### config.mk
export PLATFORM = sky130hd
export DESIGN_NAME = xdata_bus_ctrl
export DESIGN_NICKNAME = d
export VERILOG_FILES = /design/src/rtl/xdb_pkg.sv /design/src/rtl/xdb_map.sv /design/src/rtl/xdb_seq.sv /design/src/rtl/xdb_drive.sv /design/src/rtl/xdata_bus_ctrl.sv
export SDC_FILE = /design/constraint.sdc
export NUM_CORES = 1
export LEC_CHECK = 0
export BUFFER_PORTS_ARGS = -buffer_cell sky130_fd_sc_hd__clkbuf_2
export CAP_MARGIN = 30
export CORE_MARGIN = 5
export CORE_UTILIZATION = 40
export CTS_BUF_LIST = sky130_fd_sc_hd__clkbuf_16
export DETAILED_ROUTE_END_ITERATION = 10
export GPL_TIMING_DRIVEN = 0
export PLACE_DENSITY = 0.66
export SYNTH_ARGS = -nofsm -noshare
export SYNTH_HDL_FRONTEND = slang
export SYNTH_SLANG_ARGS = --single-unit
### constraint.sdc
create_clock -name clk -period 7.3 [get_ports clk]
set_clock_uncertainty 0.2 [all_clocks]
set_input_delay 1.825 -clock clk [delete_from_list [all_inputs] [get_ports clk]]
set_output_delay 1.825 -clock clk [all_outputs]
set_load 0.005 [all_outputs]
### src/rtl/xdb_pkg.sv
package xdb_pkg;

  typedef enum logic [2:0] {
    XS_IDLE,
    XS_ADDR,
    XS_SETUP,
    XS_STROBE,
    XS_HOLD,
    XS_INT
  } xdb_state_e;

  // clocks in each of the setup and hold gaps
  function automatic int unsigned xdb_gap_clks(input logic [2:0] s);
    return (s == 3'd0) ? 1 : 2;
  endfunction

  // strobe width in clocks for a given stretch and clocks per machine cycle
  function automatic int unsigned xdb_strobe_clks(input logic [2:0] s, input int unsigned mc);
    return mc * (int'(s) + 1);
  endfunction

endpackage

### src/rtl/xdb_map.sv
module xdb_map #(
  parameter int ADDR_W  = 16,
  parameter int SRAM_AW = 10
) (
  input  logic [1:0]        map_sel,
  input  logic [ADDR_W-1:0] addr,
  output logic              hit
);
  localparam int HI_W = ADDR_W - SRAM_AW;

  logic [HI_W-1:0] win_idx;
  assign win_idx = addr[ADDR_W-1:SRAM_AW];

  always_comb begin
    unique case (map_sel)
      2'b01:   hit = (win_idx == HI_W'(0));
      2'b10:   hit = (win_idx == HI_W'(1));
      2'b11:   hit = (win_idx == {HI_W{1'b1}});
      default: hit = 1'b0;
    endcase
  end
endmodule

### src/rtl/xdb_seq.sv
module xdb_seq
  import xdb_pkg::*;
#(
  parameter int MC    = 4,
  parameter int CNT_W = 6
) (
  input  logic             clk,
  input  logic             rst_n,
  input  logic             start,
  input  logic             start_int,
  input  logic [2:0]       stretch_q,
  output xdb_state_e       state,
  output logic [CNT_W-1:0] cnt,
  output logic             phase_last
);
  localparam int ADDR_CLKS = MC - 2;
  localparam int INT_CLKS  = 2 * MC;

  logic [CNT_W-1:0] len;

  always_comb begin
    unique case (state)
      XS_ADDR:           len = CNT_W'(ADDR_CLKS);
      XS_SETUP, XS_HOLD: len = CNT_W'(xdb_gap_clks(stretch_q));
      XS_STROBE:         len = CNT_W'(xdb_strobe_clks(stretch_q, MC));
      XS_INT:            len = CNT_W'(INT_CLKS);
      default:           len = CNT_W'(1);
    endcase
  end

  assign phase_last = (cnt == len - CNT_W'(1));

  always_ff @(posedge clk or negedge rst_n) begin
    if (!rst_n) begin
      state <= XS_IDLE;
      cnt   <= '0;
    end else if (state == XS_IDLE) begin
      cnt <= '0;
      if (start) state <= start_int ? XS_INT : XS_ADDR;
    end else if (phase_last) begin
      cnt <= '0;
      unique case (state)
        XS_ADDR:   state <= XS_SETUP;
        XS_SETUP:  state <= XS_STROBE;
        XS_STROBE: state <= XS_HOLD;
        default:   state <= XS_IDLE;
      endcase
    end else begin
      cnt <= cnt + CNT_W'(1);
    end
  end

  assert_addr_to_setup_R3: assert property (@(posedge clk) disable iff (!rst_n)
    (state == XS_ADDR && phase_last) |=> state == XS_SETUP);

  assert_strobe_to_hold_R4: assert property (@(posedge clk) disable iff (!rst_n)
    (state == XS_STROBE && phase_last) |=> state == XS_HOLD);
endmodule

### src/rtl/xdb_drive.sv
module xdb_drive
  import xdb_pkg::*;
#(
  parameter int ADDR_W  = 16,
  parameter int DATA_W  = 8,
  parameter int SRAM_AW = 10,
  parameter int CNT_W   = 6
) (
  input  xdb_state_e        state,
  input  logic [CNT_W-1:0]  cnt,
  input  logic              lat_we,
  input  logic [ADDR_W-1:0] lat_addr,
  input  logic [DATA_W-1:0] lat_wdata,
  output logic [ADDR_W-DATA_W-1:0] ext_addr_hi,
  output logic [DATA_W-1:0] ext_ad_out,
  output logic              ext_ad_oe,
  output logic              ext_ale,
  output logic              ext_rd_n,
  output logic              ext_wr_n,
  output logic              sram_en,
  output logic              sram_we,
  output logic [SRAM_AW-1:0] sram_addr,
  output logic [DATA_W-1:0] sram_wdata
);
  logic addr_ph, data_ph, strobe_ph;

  assign addr_ph   = (state == XS_ADDR);
  assign strobe_ph = (state == XS_STROBE);
  assign data_ph   = (state == XS_SETUP) || strobe_ph || (state == XS_HOLD);

  assign ext_ale     = addr_ph;
  assign ext_rd_n    = !(strobe_ph && !lat_we);
  assign ext_wr_n    = !(strobe_ph && lat_we);
  assign ext_ad_oe   = addr_ph || (data_ph && lat_we);
  assign ext_ad_out  = addr_ph ? lat_addr[DATA_W-1:0] : lat_wdata;
  assign ext_addr_hi = lat_addr[ADDR_W-1:DATA_W];

  assign sram_en    = (state == XS_INT) && (cnt == '0);
  assign sram_we    = sram_en && lat_we;
  assign sram_addr  = lat_addr[SRAM_AW-1:0];
  assign sram_wdata = lat_wdata;
endmodule

### src/rtl/xdata_bus_ctrl.sv
module xdata_bus_ctrl
  import xdb_pkg::*;
#(
  parameter int ADDR_W  = 16,
  parameter int DATA_W  = 8,
  parameter int SRAM_AW = 10,
  parameter int MC      = 4
) (
  input  logic                     clk,
  input  logic                     rst_n,
  input  logic                     req,
  input  logic                     we,
  input  logic [ADDR_W-1:0]        addr,
  input  logic [DATA_W-1:0]        wdata,
  input  logic [1:0]               map_sel,
  input  logic [2:0]               stretch,
  output logic                     done,
  output logic [DATA_W-1:0]        rdata,
  output logic [ADDR_W-DATA_W-1:0] ext_addr_hi,
  output logic [DATA_W-1:0]        ext_ad_out,
  output logic                     ext_ad_oe,
  input  logic [DATA_W-1:0]        ext_ad_in,
  output logic                     ext_ale,
  output logic                     ext_rd_n,
  output logic                     ext_wr_n,
  output logic                     sram_en,
  output logic                     sram_we,
  output logic [SRAM_AW-1:0]       sram_addr,
  output logic [DATA_W-1:0]        sram_wdata,
  input  logic [DATA_W-1:0]        sram_rdata
);
  localparam int CNT_W = $clog2(8 * MC + 1);

  xdb_state_e        state;
  logic [CNT_W-1:0]  cnt;
  logic              phase_last;
  logic              hit, accept;
  logic              lat_we;
  logic [ADDR_W-1:0] lat_addr;
  logic [DATA_W-1:0] lat_wdata;
  logic [2:0]        lat_stretch;
  logic              ext_busy, strobe_on;
  logic              cap_ext, cap_int;

  assign accept = req && (state == XS_IDLE);

  xdb_map #(.ADDR_W(ADDR_W), .SRAM_AW(SRAM_AW)) u_map (
    .map_sel(map_sel), .addr(addr), .hit(hit)
  );

  always_ff @(posedge clk or negedge rst_n) begin
    if (!rst_n) begin
      lat_we      <= 1'b0;
      lat_addr    <= '0;
      lat_wdata   <= '0;
      lat_stretch <= '0;
    end else if (accept) begin
      lat_we      <= we;
      lat_addr    <= addr;
      lat_wdata   <= wdata;
      lat_stretch <= stretch;
    end
  end

  xdb_seq #(.MC(MC), .CNT_W(CNT_W)) u_seq (
    .clk(clk), .rst_n(rst_n), .start(accept), .start_int(hit),
    .stretch_q(lat_stretch), .state(state), .cnt(cnt), .phase_last(phase_last)
  );

  xdb_drive #(.ADDR_W(ADDR_W), .DATA_W(DATA_W), .SRAM_AW(SRAM_AW), .CNT_W(CNT_W)) u_drive (
    .state(state), .cnt(cnt), .lat_we(lat_we), .lat_addr(lat_addr),
    .lat_wdata(lat_wdata), .ext_addr_hi(ext_addr_hi), .ext_ad_out(ext_ad_out),
    .ext_ad_oe(ext_ad_oe), .ext_ale(ext_ale), .ext_rd_n(ext_rd_n),
    .ext_wr_n(ext_wr_n), .sram_en(sram_en), .sram_we(sram_we),
    .sram_addr(sram_addr), .sram_wdata(sram_wdata)
  );

  assign done      = ((state == XS_HOLD) || (state == XS_INT)) && phase_last;
  assign ext_busy  = (state != XS_IDLE) && (state != XS_INT);
  assign strobe_on = !ext_rd_n || !ext_wr_n;
  assign cap_ext   = (state == XS_STROBE) && phase_last && !lat_we;
  assign cap_int   = (state == XS_INT) && (cnt == CNT_W'(1)) && !lat_we;

  always_ff @(posedge clk or negedge rst_n) begin
    if (!rst_n)       rdata <= '0;
    else if (cap_ext) rdata <= ext_ad_in;
    else if (cap_int) rdata <= sram_rdata;
  end

  // run length of the current strobe, for the width check
  logic [CNT_W-1:0] strobe_run;
  always_ff @(posedge clk or negedge rst_n) begin
    if (!rst_n)         strobe_run <= '0;
    else if (strobe_on) strobe_run <= strobe_run + CNT_W'(1);
    else                strobe_run <= '0;
  end

  assert_single_strobe_R6: assert property (@(posedge clk) disable iff (!rst_n)
    !(!ext_rd_n && !ext_wr_n));

  assert_ale_apart_R5: assert property (@(posedge clk) disable iff (!rst_n)
    ext_ale |-> (ext_rd_n && ext_wr_n));

  assert_done_once_R9: assert property (@(posedge clk) disable iff (!rst_n)
    done |=> !done);

  assert_onchip_quiet_R8: assert property (@(posedge clk) disable iff (!rst_n)
    (state == XS_INT) |-> (ext_rd_n && ext_wr_n && !ext_ale));

  assert_hi_stable_R11: assert property (@(posedge clk) disable iff (!rst_n)
    (ext_busy && $past(ext_busy)) |-> $stable(ext_addr_hi));

  assert_strobe_width_R4: assert property (@(posedge clk) disable iff (!rst_n)
    $fell(strobe_on) |-> (strobe_run == CNT_W'(xdb_strobe_clks(lat_stretch, MC))));
endmodule

==> results of run 1 <==
routing by layer:
metal  wire (um)  track usage [%]  part of all wire, %
met3         586             6.42                   10
met4          63             4.40                  1.1
met1        2530             20.1                   44
met2        2610             23.5                   45
met5           0                0                    0
critical path, cell delays in order (launching register included):
cell and delay, ns:
dfrtp_1 0.48, inv_2 0.13, nor3_1 0.27, clkbuf_1 0.51, a21oi_1 0.11, ha_1 0.24, xor2_1 0.18, or3_2 0.14
nand3_2 0.08, nor4b_4 0.49, nand3_1 0.17, nor2_1 0.15, clkbuf_2 0.13
layout by cell type (no fill, tap or decap), types with 2 or more instances in the layout:
master and n:
a21oi_1 3, a31oi_1 2, and2_1 3, and3_1 3, buf_2 5, buf_4 2
clkbuf_1 2, clkbuf_16 5, clkbuf_2 97, dfrtp_1 45, ha_1 6, inv_1 5
mux2_2 51, nand2_1 6, nand2b_1 4, nand3_1 6, nor2_1 13, nor2b_1 2
nor3_1 9, nor4_1 2, o21ai_0 3, o21ai_1 3, xnor2_1 6, xor2_1 4
metrics by stage:
stage	power [mW]	hold slack [ns]	util [%]
finish	1.46	0.309	54.1
global route	1.59	0.322	54.1
CTS	1.49	0.311	54.1
detailed placement	1.25	0.296	51.6
global placement	1.22	0.291	51.3
floorplan	0.977	0.289	-
sequential cells by signal, summed over array words and instances, names as in the netlist:
signal and count:
lat_wdata 8, u_seq.state 3, rdata 8, lat_we 1
lat_stretch 3, lat_addr 16, u_seq.cnt 6
where the power goes:
part	switching, mW	internal, mW	leakage [nW]
Combinational	0.356	0.411	0.929
Sequential	0.0984	0.371	0.541
Clock	0.0998	0.127	0.0702
kinds of logic (layout without fill, tap and decap cells):
group / count (synthesis) / after routing / synth area share (%)
mux: 52 / 52 / 23.6
flops: 45 / 45 / 45.5
xor+xnor: 11 / 11 / 4.20
simple gates: 60 / 60 / 15.0
fa+ha+maj: 6 / 6 / 3.03
compound gates: 20 / 20 / 5.31
buf+inv: 16 / 122 / 3.29
final cells by class:
| type | count | area (sq um) | area share [%] |
|---|---|---|---|
| clock inverter | 3 | 21.3 | 0.661 |
| sequential | 45 | 1130 | 35.0 |
| clock buffer | 5 | 125 | 3.89 |
| multi-input combinational | 149 | 1270 | 39.3 |
| buffer | 10 | 58.8 | 1.83 |
| timing repair buffer | 98 | 505 | 15.7 |
| tap | 75 | 93.8 | 2.91 |
| inverter | 6 | 22.5 | 0.700 |
how the worst max path moves through the flow:
stage                 to  cells after the start  slack (ns)            from
floorplan           done                     11        2.80  u_seq.state[0]
global placement    done                     12        2.24  u_seq.state[0]
detailed placement  done                     12        2.22  u_seq.state[0]
CTS                 done                     12        1.89  u_seq.state[0]
global route        done                     12        1.60  u_seq.state[0]
finish              done                     12        1.91  u_seq.state[0]
==> results.yml, run 1 <==
drt:
  finalWirelength_mm: 5.80
  dr_total_vias: 1957
  post-route-drc-count: 0
  firstDrtPassIters: 4
  antenna_left: 0
  dr.first_iter.drc_count: 67
  wire_per_inst_um: 14.8
  vias_per_cell: 5.01
clock_tree:
  insertion_delay_ns: 0.29
  cts_buffer_depth: 2
  post_cts_resized: 0
  htree_levels: 2
  cts.reportedPaths.clkPinSlew_ns: 0.07
  cts_sinks: 45
  holdBufCountCts: 0
  cts_root_buf: "clkbuf_16"
  cts_buffers: 5
  postCtsSetupBuffers: 0
  cts_tree: "yes"
yosys:
  synth.distinct_cells: 47
  yosysWarnings: 0
  synth.most_common_cell: "mux2_2"
  avgSynthCellArea_sq_um: 11.8
  synth_common_cells: "51 x mux2_2, 45 x dfrtp_1, 13 x nor2_1, 9 x nor3_1"
  synthArstFlopShare_pct: 100
  syn_nets: 265
  syn_inst: 210
  seq_area_frac_synth_pct: 45.5
  yosysTopAreaCellShare_pct: 45.5
  synth_ff_type: "dfrtp_1"
  yosys.area.top_type: "dfrtp_1"
  ys_ff_latch: 45
  synth_edf_count: 0
  netlist_area_sq_um: 2470
  yosys-top-cells-area: "dfrtp_1 46%, mux2_2 23%, ha_1 3.0%"
floorplan:
  die_area_sq_um: 7860
  fp.coreArea_sq_um: 5960
  die_x_um: 88.6
  die_h_um: 88.6
  rows: 28
  ios: 98
  start_util_pct: 41.5
sta:
  post-route-period-util_pct: 73.9
  slew_headroom_pct: 41.9
  worst_slack_ns: 1.91
  worst-slew-pin-transition_ns: 0.865
  tns_ns: 0
  period_minus_slack_ns: 5.39
  max_clock_freq_mhz: 185
  setup_violations: 0
  drv_slew: 0
  rsz0062_at_grt: "false"
  finalHoldViolations: 0
cells_and_area:
  num_antenna_cells: 0
  area_delta_synth_final_pct: 30.1
  drive_gt1_share_pct: 55.4
  fillers: 531
  final_cells: 391
  postLayoutCellArea_sq_um: 3220
  fin_nets: 370
place:
  place_ws_ns: 2.22
  dp.cells: 383
  gp_congestion: 0.781
  port_buffers: 97
  post-dp-hpwl_mm: 4.42
  dpl_cell_area_sq_um: 3070
global_route:
  antenna_found_initial: 0
  grt.overflow.total: 0
  grt_pass1_vias: 2004
  grt_max_degree: 25
  grt_use_total_pct: 15.4
  grt_pass1_wl_mm: 9.43
power_and_ir_drop:
  cellLeakagePower_nw: 1.54
  peakVddDrop_v: 0.000257
  p_per_area_nw_per_um2: 455
min_path:
  hold_depth: 1
  hold_start: "lat_addr[14]"
  hp-class: "reg2reg"
  holdPathEnd: "lat_addr[14]"
critical_path:
  worst_ep_arrival_time_ns: 3.37
  r2r-start: "u_seq.state[0]"
  endpoint_kind: "output port"
  cp.required_ns: 5.28
  criticalPathCategory: "reg2out"
  cp_max_fo: 10
  r2r_cells: 11
  r2r_end: "rdata[6]"
  start_kind: "flop"
  reg2reg_slack_ns: 3.74
status:
  status: "finished clean"
job:
  drv_cap: 0
Note: power is estimated with default switching activity, not from simulation.
==> run 2: changes to the inputs <==
clock period = 5.15 ns   (was 7.3 ns; I/O delays follow)
==> run 2 against run 1 <==
Compared with the run above:
- critical path depth did not move
- combinational power grew 42%
- power rose by 42%
- critical endpoint unchanged
- first-iteration DRC count fell by 1.5%
- largest cell class unchanged
==> results.yml, run 2 (synthesis gave the netlist of run 1 again) <==
global_route:
  antenna_found_initial: 0
  grt_pass1_vias: 2004
  grt.overflow.total: 0
  grt_max_degree: 25
  grt_use_total_pct: 15.4
  grt_pass1_wl_mm: 9.43
sta:
  post-route-period-util_pct: 90.1
  rsz0062_at_grt: "false"
  worst-slew-pin-transition_ns: 0.865
  finalHoldViolations: 0
  setup_violations: 0
  max_clock_freq_mhz: 216
  worst_slack_ns: 0.512
  tns_ns: 0
  slew_headroom_pct: 41.9
  period_minus_slack_ns: 4.64
  hold_slack_ns: 0.309
  drv_slew: 0
floorplan:
  fp.coreArea_sq_um: 5960
  rows: 28
  die_x_um: 88.6
  start_util_pct: 41.5
  ios: 98
  die_h_um: 88.6
  die_area_sq_um: 7860
cells_and_area:
  regArea_sq_um: 1130
  fin_nets: 370
  largestRegisters: "lat_addr: 16 flops, lat_wdata: 8 flops, rdata: 8 flops"
  area_delta_synth_final_pct: 30.2
  final_cells: 391
  layout_commonest_cell: "clkbuf_2"
  layout_common_cells: "98 x clkbuf_2, 51 x mux2_2, 45 x dfrtp_1"
  postLayoutCellArea_sq_um: 3220
  largest_reg_flops: 16
  fillers: 532
  multi_input_area_sq_um: 1270
  num_antenna_cells: 0
  max_flop_register: "lat_addr"
  drive_gt1_share_pct: 55.7
place:
  gp_congestion: 0.781
  place_ws_ns: 0.605
  port_buffers: 97
  post-dp-hpwl_mm: 4.42
  dp.cells: 383
  dpl_cell_area_sq_um: 3070
drt:
  dr.first_iter.drc_count: 66
  antenna_left: 0
  dr_total_vias: 1957
  post-route-drc-count: 0
  firstDrtPassIters: 4
  vias_per_cell: 5.01
  wire_per_inst_um: 14.8
  finalWirelength_mm: 5.80
critical_path:
  critical_path.cell_chain: "inv_2 > nor3_1 > clkbuf_2 > a21oi_1 > ha_1 > xor2_1 > or3_2 > nand3_2 > nor4b_4 > nand3_1 > nor2_1 > clkbuf_2"
  reg2reg_slack_ns: 1.81
  endpoint_kind: "output port"
  cp.required_ns: 3.66
  r2r-start: "u_seq.state[0]"
  r2r_cells: 11
  endpoint: "done"
  cp_max_fo: 10
  max_stage_delay_ns: 0.49
  critical_path_buf_inv_count: 3
  start_kind: "flop"
  crit_family: "simple AND/OR/NAND/NOR gates"
  criticalPathCategory: "reg2out"
  cp-startpoint: "u_seq.state[0]"
  r2r_end: "rdata[6]"
  cpMaxStageDelayCell: "nor4b_4"
  critical_path.most_common_cell: "clkbuf_2"
  worst_ep_arrival_time_ns: 3.15
  worstSetupPathDepth: 12
power_and_ir_drop:
  peakVddDrop_v: 0.000364
  cellLeakagePower_nw: 1.54
  p_per_area_nw_per_um2: 645
clock_tree:
  cts_buffers: 5
  insertion_delay_ns: 0.29
  cts.reportedPaths.clkPinSlew_ns: 0.07
  cts_buffer_depth: 2
  htree_levels: 2
  cts_root_buf: "clkbuf_16"
  cts_tree: "yes"
  cts_sinks: 45
job:
  drv_cap: 0
status:
  status: "finished clean"
min_path:
  hp-class: "reg2reg"
==> run 2: cell type report <==
class | instances | area share, %
multi-input cells | 149 | 39.3
flip-flops and latches | 45 | 35.0
repair buffers | 98 | 15.7
clock buffers | 5 | 3.89
well taps | 75 | 2.91
plain buffers | 10 | 1.86
inverters | 6 | 0.699
clock inverters | 3 | 0.660
==> run 2: report_power, final <==
group | internal [mW] | switching, mW
registers | 0.526 | 0.140
clock network | 0.181 | 0.141
logic | 0.583 | 0.505
==> run 2: routing by layer <==
metal / vias to the layer above / track usage (%) / part of all wire [%]
met1: 916 / 20.1 / 44
met2: 74 / 23.5 / 45
met4: 0 / 4.40 / 1.1
met3: 6 / 6.42 / 10
li1: 961 / - / -
met5: - / 0 / 0
==> run 2: repair_timing <==
item,in CTS,in global routing
setup buffers,0,0
hold buffers,0,0
resized for setup,0,2
endpoints found under the setup margin,0,1
==> run 2: per-stage QoR <==
| stage | power, mW | utilization (%) |
|---|---|---|
| 2_1_floorplan | 1.39 | - |
| 3_3_place_gp | 1.74 | 51.3 |
| 3_5_place_dp | 1.77 | 51.6 |
| 4_1_cts | 2.11 | 54.1 |
| 5_1_grt | 2.25 | 54.1 |
| 6_report | 2.08 | 54.1 |
==> run 2: worst min-delay path by stage <==
stage                 startpoint           end  slack, ns  depth (start not counted)
floorplan           u_seq.cnt[0]  u_seq.cnt[0]       0.29                          1
global placement    lat_addr[11]  lat_addr[11]       0.29                          1
detailed placement  lat_addr[11]  lat_addr[11]       0.30                          1
CTS                 lat_addr[11]  lat_addr[11]       0.31                          1
global route        lat_addr[11]  lat_addr[11]       0.32                          1
finish              lat_addr[14]  lat_addr[14]       0.31                          1
==> run 2: worst reg2reg max path, delay by kind of cell (launching register included) <==
kind                       cells  cell delay (ns)
DFF                            1             0.48
muxes                          1             0.35
AOI/OAI and AO/OA              1             0.09
adders and majority gates      1             0.22
xor gates and xnor gates       1             0.18
and+or+nand+nor                5             1.25
buffers and inverters          2             0.46
